[config.mk]
export PLATFORM = sky130hd
export DESIGN_NAME = seq_lookahead_pf
export DESIGN_NICKNAME = d
export VERILOG_FILES = /design/src/rtl/pf_pkg.sv /design/src/rtl/pf_trigger.sv /design/src/rtl/pf_next_blk.sv /design/src/rtl/pf_tagbook.sv /design/src/rtl/seq_lookahead_pf.sv
export SDC_FILE = /design/constraint.sdc
export NUM_CORES = 1
export LEC_CHECK = 0
export BUFFER_PORTS_ARGS = -buffer_cell sky130_fd_sc_hd__buf_4
export CORE_ASPECT_RATIO = 0.75
export CORE_MARGIN = 2
export CORE_UTILIZATION = 27
export DETAILED_ROUTE_END_ITERATION = 16
export HOLD_SLACK_MARGIN = 0.12
export PLACE_DENSITY = 0.5
export SLEW_MARGIN = 20
export SYNTH_ARGS = -nofsm -noshare
export SYNTH_HDL_FRONTEND = slang
export SYNTH_SLANG_ARGS = --single-unit
[constraint.sdc]
create_clock -name clk -period 4.55 [get_ports clk]
set_input_delay 0.91 -clock clk [delete_from_list [all_inputs] [get_ports clk]]
set_output_delay 0.91 -clock clk [all_outputs]
set_load 0.02 [all_outputs]
[src/rtl/pf_pkg.sv]
`timescale 1ns/1ps
package pf_pkg;

    typedef struct packed {
        logic we;
        logic val;
    } tagwr_t;

endpackage

[src/rtl/pf_trigger.sv]
`timescale 1ns/1ps
module pf_trigger #(
    parameter bit TAGGED = 1'b1
) (
    input  logic acc_valid,
    input  logic acc_hit,
    input  logic acc_tag,
    output logic trig,
    output logic clr_req
);
    localparam logic TAG_EN = TAGGED;

    // First touch of a prefetched line (tag still set) in tagged mode
    logic first_use;

    always_comb begin
        first_use = acc_valid && acc_hit && acc_tag && TAG_EN;
        trig      = (acc_valid && !acc_hit) || first_use;
        clr_req   = first_use;
    end
endmodule

[src/rtl/pf_next_blk.sv]
`timescale 1ns/1ps
module pf_next_blk #(
    parameter int ADDR_W    = 32,
    parameter int BLK_BYTES = 64
) (
    input  logic [ADDR_W-1:0] addr,
    output logic [ADDR_W-1:0] base,
    output logic [ADDR_W-1:0] nxt
);
    localparam int OFF_W = $clog2(BLK_BYTES);

    generate
        if (OFF_W == 0) begin : g_byte_blk
            always_comb begin
                base = addr;
                nxt  = addr + ADDR_W'(1);
            end
        end else begin : g_wide_blk
            localparam logic [ADDR_W-1:0] OFF_MASK = ADDR_W'(BLK_BYTES - 1);
            localparam logic [ADDR_W-1:0] BLK_INC  = ADDR_W'(BLK_BYTES);
            always_comb begin
                base = addr & ~OFF_MASK;
                nxt  = base + BLK_INC;   // wraps modulo 2^ADDR_W
            end
        end
    endgenerate
endmodule

[src/rtl/pf_tagbook.sv]
`timescale 1ns/1ps
module pf_tagbook
    import pf_pkg::*;
#(
    parameter bit TAGGED = 1'b1
) (
    input  logic   fill_valid,
    input  logic   fill_by_pf,
    output tagwr_t tw
);
    localparam logic TAG_EN = TAGGED;

    always_comb begin
        tw.we  = fill_valid && TAG_EN;
        tw.val = fill_by_pf && TAG_EN;
    end
endmodule

[src/rtl/seq_lookahead_pf.sv]
`timescale 1ns/1ps
module seq_lookahead_pf
    import pf_pkg::*;
#(
    parameter int ADDR_W    = 32,
    parameter int BLK_BYTES = 64,
    parameter bit TAGGED    = 1'b1
) (
    input  logic              clk,
    input  logic              rst_n,
    input  logic              acc_valid,
    input  logic [ADDR_W-1:0] acc_addr,
    input  logic              acc_hit,
    input  logic              acc_tag,
    input  logic              fill_valid,
    input  logic              fill_by_pf,
    output logic              pf_valid,
    input  logic              pf_ready,
    output logic [ADDR_W-1:0] pf_addr,
    output logic              tag_clr,
    output logic [ADDR_W-1:0] tag_clr_addr,
    output logic              fill_tag_we,
    output logic              fill_tag_val
);
    typedef struct packed {
        logic              pf_vld;
        logic [ADDR_W-1:0] pf_adr;
        logic              last_vld;
        logic [ADDR_W-1:0] last_adr;
        logic              clr;
        logic [ADDR_W-1:0] clr_adr;
        tagwr_t            tw;
    } state_t;

    state_t st_d, st_q;

    logic              trig;
    logic              clr_req;
    logic [ADDR_W-1:0] blk_base;
    logic [ADDR_W-1:0] blk_next;
    tagwr_t            tw_new;
    logic              dup_hit;
    logic              issue;

    pf_trigger #(.TAGGED(TAGGED)) u_trig (
        .acc_valid (acc_valid),
        .acc_hit   (acc_hit),
        .acc_tag   (acc_tag),
        .trig      (trig),
        .clr_req   (clr_req)
    );

    pf_next_blk #(.ADDR_W(ADDR_W), .BLK_BYTES(BLK_BYTES)) u_next (
        .addr (acc_addr),
        .base (blk_base),
        .nxt  (blk_next)
    );

    pf_tagbook #(.TAGGED(TAGGED)) u_tags (
        .fill_valid (fill_valid),
        .fill_by_pf (fill_by_pf),
        .tw         (tw_new)
    );

    always_comb begin
        st_d    = st_q;
        dup_hit = st_q.last_vld && (st_q.last_adr == blk_next);
        // Any trigger seen while the output slot is occupied is discarded
        issue   = trig && !st_q.pf_vld && !dup_hit;

        if (st_q.pf_vld && pf_ready) begin
            st_d.pf_vld = 1'b0;
        end
        if (issue) begin
            st_d.pf_vld   = 1'b1;
            st_d.pf_adr   = blk_next;
            st_d.last_vld = 1'b1;
            st_d.last_adr = blk_next;
        end

        st_d.clr = clr_req;
        if (clr_req) begin
            st_d.clr_adr = blk_base;
        end
        st_d.tw = tw_new;
    end

    always_ff @(posedge clk or negedge rst_n) begin
        if (!rst_n) begin
            st_q <= '0;
        end else begin
            st_q <= st_d;
        end
    end

    assign pf_valid     = st_q.pf_vld;
    assign pf_addr      = st_q.pf_adr;
    assign tag_clr      = st_q.clr;
    assign tag_clr_addr = st_q.clr_adr;
    assign fill_tag_we  = st_q.tw.we;
    assign fill_tag_val = st_q.tw.val;
endmodule

==> metrics <==
Die Y 107 um; RSZ-0062 raised after global routing false; Critical Path RT 4.77 ns; Starting DRT DRC Count 174; Die X 141 um; VDD IR max 0.176 mV; endpoints failing setup 0; Cell Area, Placed 4180 um2; top-area cell type share of the netlist area 37.6%; synth top area cells dfrtp_1, buf_4, mux2_2, xnor2_1, xor2_1; Post-synth EDFFs 0; DRT Pass-1 Iters 4; register area share after synthesis 37.6%; outcome finished clean; vias in the first global route 2611; CORE AREA 13700 um2; fin crit share 82.4%; Mapped Avg Cell Area 10.5 um2; fillcell total 1426; clock sink total 57; Post-CTS Resized 0; gpl congestion 0.793; Synth Cell Area 3790 um2; CTS root buffer clkbuf_16; number of setup buffers added after CTS 0; Yosys reg bits 57; Achievable Freq 267 MHz; dpl hpwl 7050 um; actual slew at the worst max-slew pin 0.798 ns; drt drc 0; Layout Nets 433; all-layer global routing usage 13.5%; CTS H-tree depth 3; crit path capture type register; ys async rst share 100%; routed wire length 9570 um; YS warnings 0; CP Cell Sequence buf_4 > nand4_4 > nor4_4 > nand4_1 > xnor3_1 > nor4_1 > nand4_2 > nand2_4 > mux2_2; post-route cell area 4470 um2; leading cell type by number of instances after synthesis buf_4; Util after Layout 32.6%; CTS Buf Count 9; Worst Skew 0.00536 ns; DR vias/cell 4.59; Max Cap Viol 0; Area Overhead vs Synth 17.8%; initial antenna violation count 0; Slew HR 46.7%; pwr/cell area 450 nW/um2; Distinct cells, synth 54; max-slew violations 0; Total Power 2010 uW; top post-synthesis cells by count buf_4, dfrtp_1, mux2_2; Final Hold Fails 0; CP max FO 19; Port-buffer cells 89; Leak 0.00197 uW; Clock Latency Late Sink 0.33 ns; antenna cells 0; # rows 37; Mapped Cells 360; Critical Path Max Stage Delay 0.64 ns; crit path kind primary input to register; Setup TNS 0 ns; I/O pin count 108; Reg clk slew, reported paths 0.05 ns; DIE AREA 15000 um2; Routed WL per cell 16.7 um; Synth area leader dfrtp_1; CTS Hold Bufs 0; Via Count 2624; CTS tree built; remaining antenna violation count after routing 0; gr ovfl total 0; first-pass GRT wire length 15200 um; crit start category primary input; largest net degree at the start of global routing 58; crit path time final 3.75 ns; top_reg_cell synth dfrtp_1; CP arrival 3.96 ns; layout cells sized above 1 37.5%; Crit-path slowest cell nor4_4; Hold Path Class register to register; Initial Util 27.7%; Bufs on Longest Clock Path 2
[critical path: cells and delay by family]
family / cells / cell delay (ns)
muxes: 1 / 0.37
xor gates and xnor gates: 1 / 0.26
and+or+nand+nor: 6 / 2.28
buffers and inverters: 1 / 0.14
[state kept, by name, summed over array words and instances (netlist names)]
name,cells
fill_tag_we,1
fill_tag_val,1
tag_clr,1
tag_clr_addr,26
st_q,27
pf_valid,1
[layout make-up]
class / count / area, um2 / area share, %
clock buffers: 13 / 250 / 5.60
multi-input cells: 225 / 1820 / 40.8
repair buffers: 91 / 683 / 15.3
clock inverters: 3 / 40.0 / 0.896
flip-flops and latches: 57 / 1430 / 31.9
well taps: 175 / 219 / 4.90
inverters: 8 / 30.0 / 0.672
[final timing paths]
kind | start | end | slack (ns) | cells past startpoint
max in group asynchronous | rst_n | tag_clr_addr[20] | 3.39 | 1
worst min-delay path | st_q[67] | st_q[67] | 0.47 | 1
worst max register to register | st_q[45] | st_q[51] | 1.68 | 8
min in group asynchronous | rst_n | tag_clr | 0.65 | 1
worst max-delay path | acc_addr[10] | st_q[51] | 0.80 | 9
worst min register to register | st_q[67] | st_q[67] | 0.47 | 1
[layout by cell type (no fill, tap or decap), types with 5 or more instances in the layout]
cell        n
mux2_2     34
and3_1      6
clkbuf_16   9
nor2_1     11
nand3_1    11
o21ai_0     6
xnor2_1    23
nand2b_1    5
nor2b_1     5
buf_4      91
xnor3_1     5
nand2_1    12
a21oi_1    11
xor2_1     16
nand4_1     8
conb_1     12
inv_1       8
dfrtp_1    57
mux2_1      6
[routing by layer]
layer	track usage [%]	wire, um
met1	18.7	4610
met4	4.93	144
met3	4.69	615
met5	0	0
met2	19.4	4200
[kinds of logic (layout without fill, tap and decap cells)]
| group | count (synthesis) | count (layout) | synth area share, % |
|---|---|---|---|
| AO/OA/AOI/OAI | 37 | 37 | 6.76 |
| adder cells (fa/ha/maj) | 1 | 1 | 0.330 |
| XOR/XNOR | 45 | 45 | 12.6 |
| multiplexers | 43 | 43 | 12.7 |
| AND/OR/NAND/NOR | 87 | 87 | 14.3 |
| other | 1 | 12 | 0.0988 |
| flip-flops | 57 | 57 | 37.6 |
| buffers and inverters | 89 | 115 | 15.6 |
[per-stage QoR]
step                      setup WS [ns]  hold WS, ns  std cells
final                             0.803        0.467        572
after global routing              0.597        0.481        572
after CTS                         0.819        0.471        572
after detailed placement          0.497        0.458        556
after global placement            0.509        0.458        556
after floorplan                   0.860        0.439        371
[power breakdown]
part	leakage (uW)	switching, uW	total [uW]	internal (uW)
Sequential	0.000666	88.7	699	610
Combinational	0.00116	333	642	309
Clock	0.000144	234	671	437
Total	0.00197	656	2010	1360
Power figures use the tool's default switching activity.
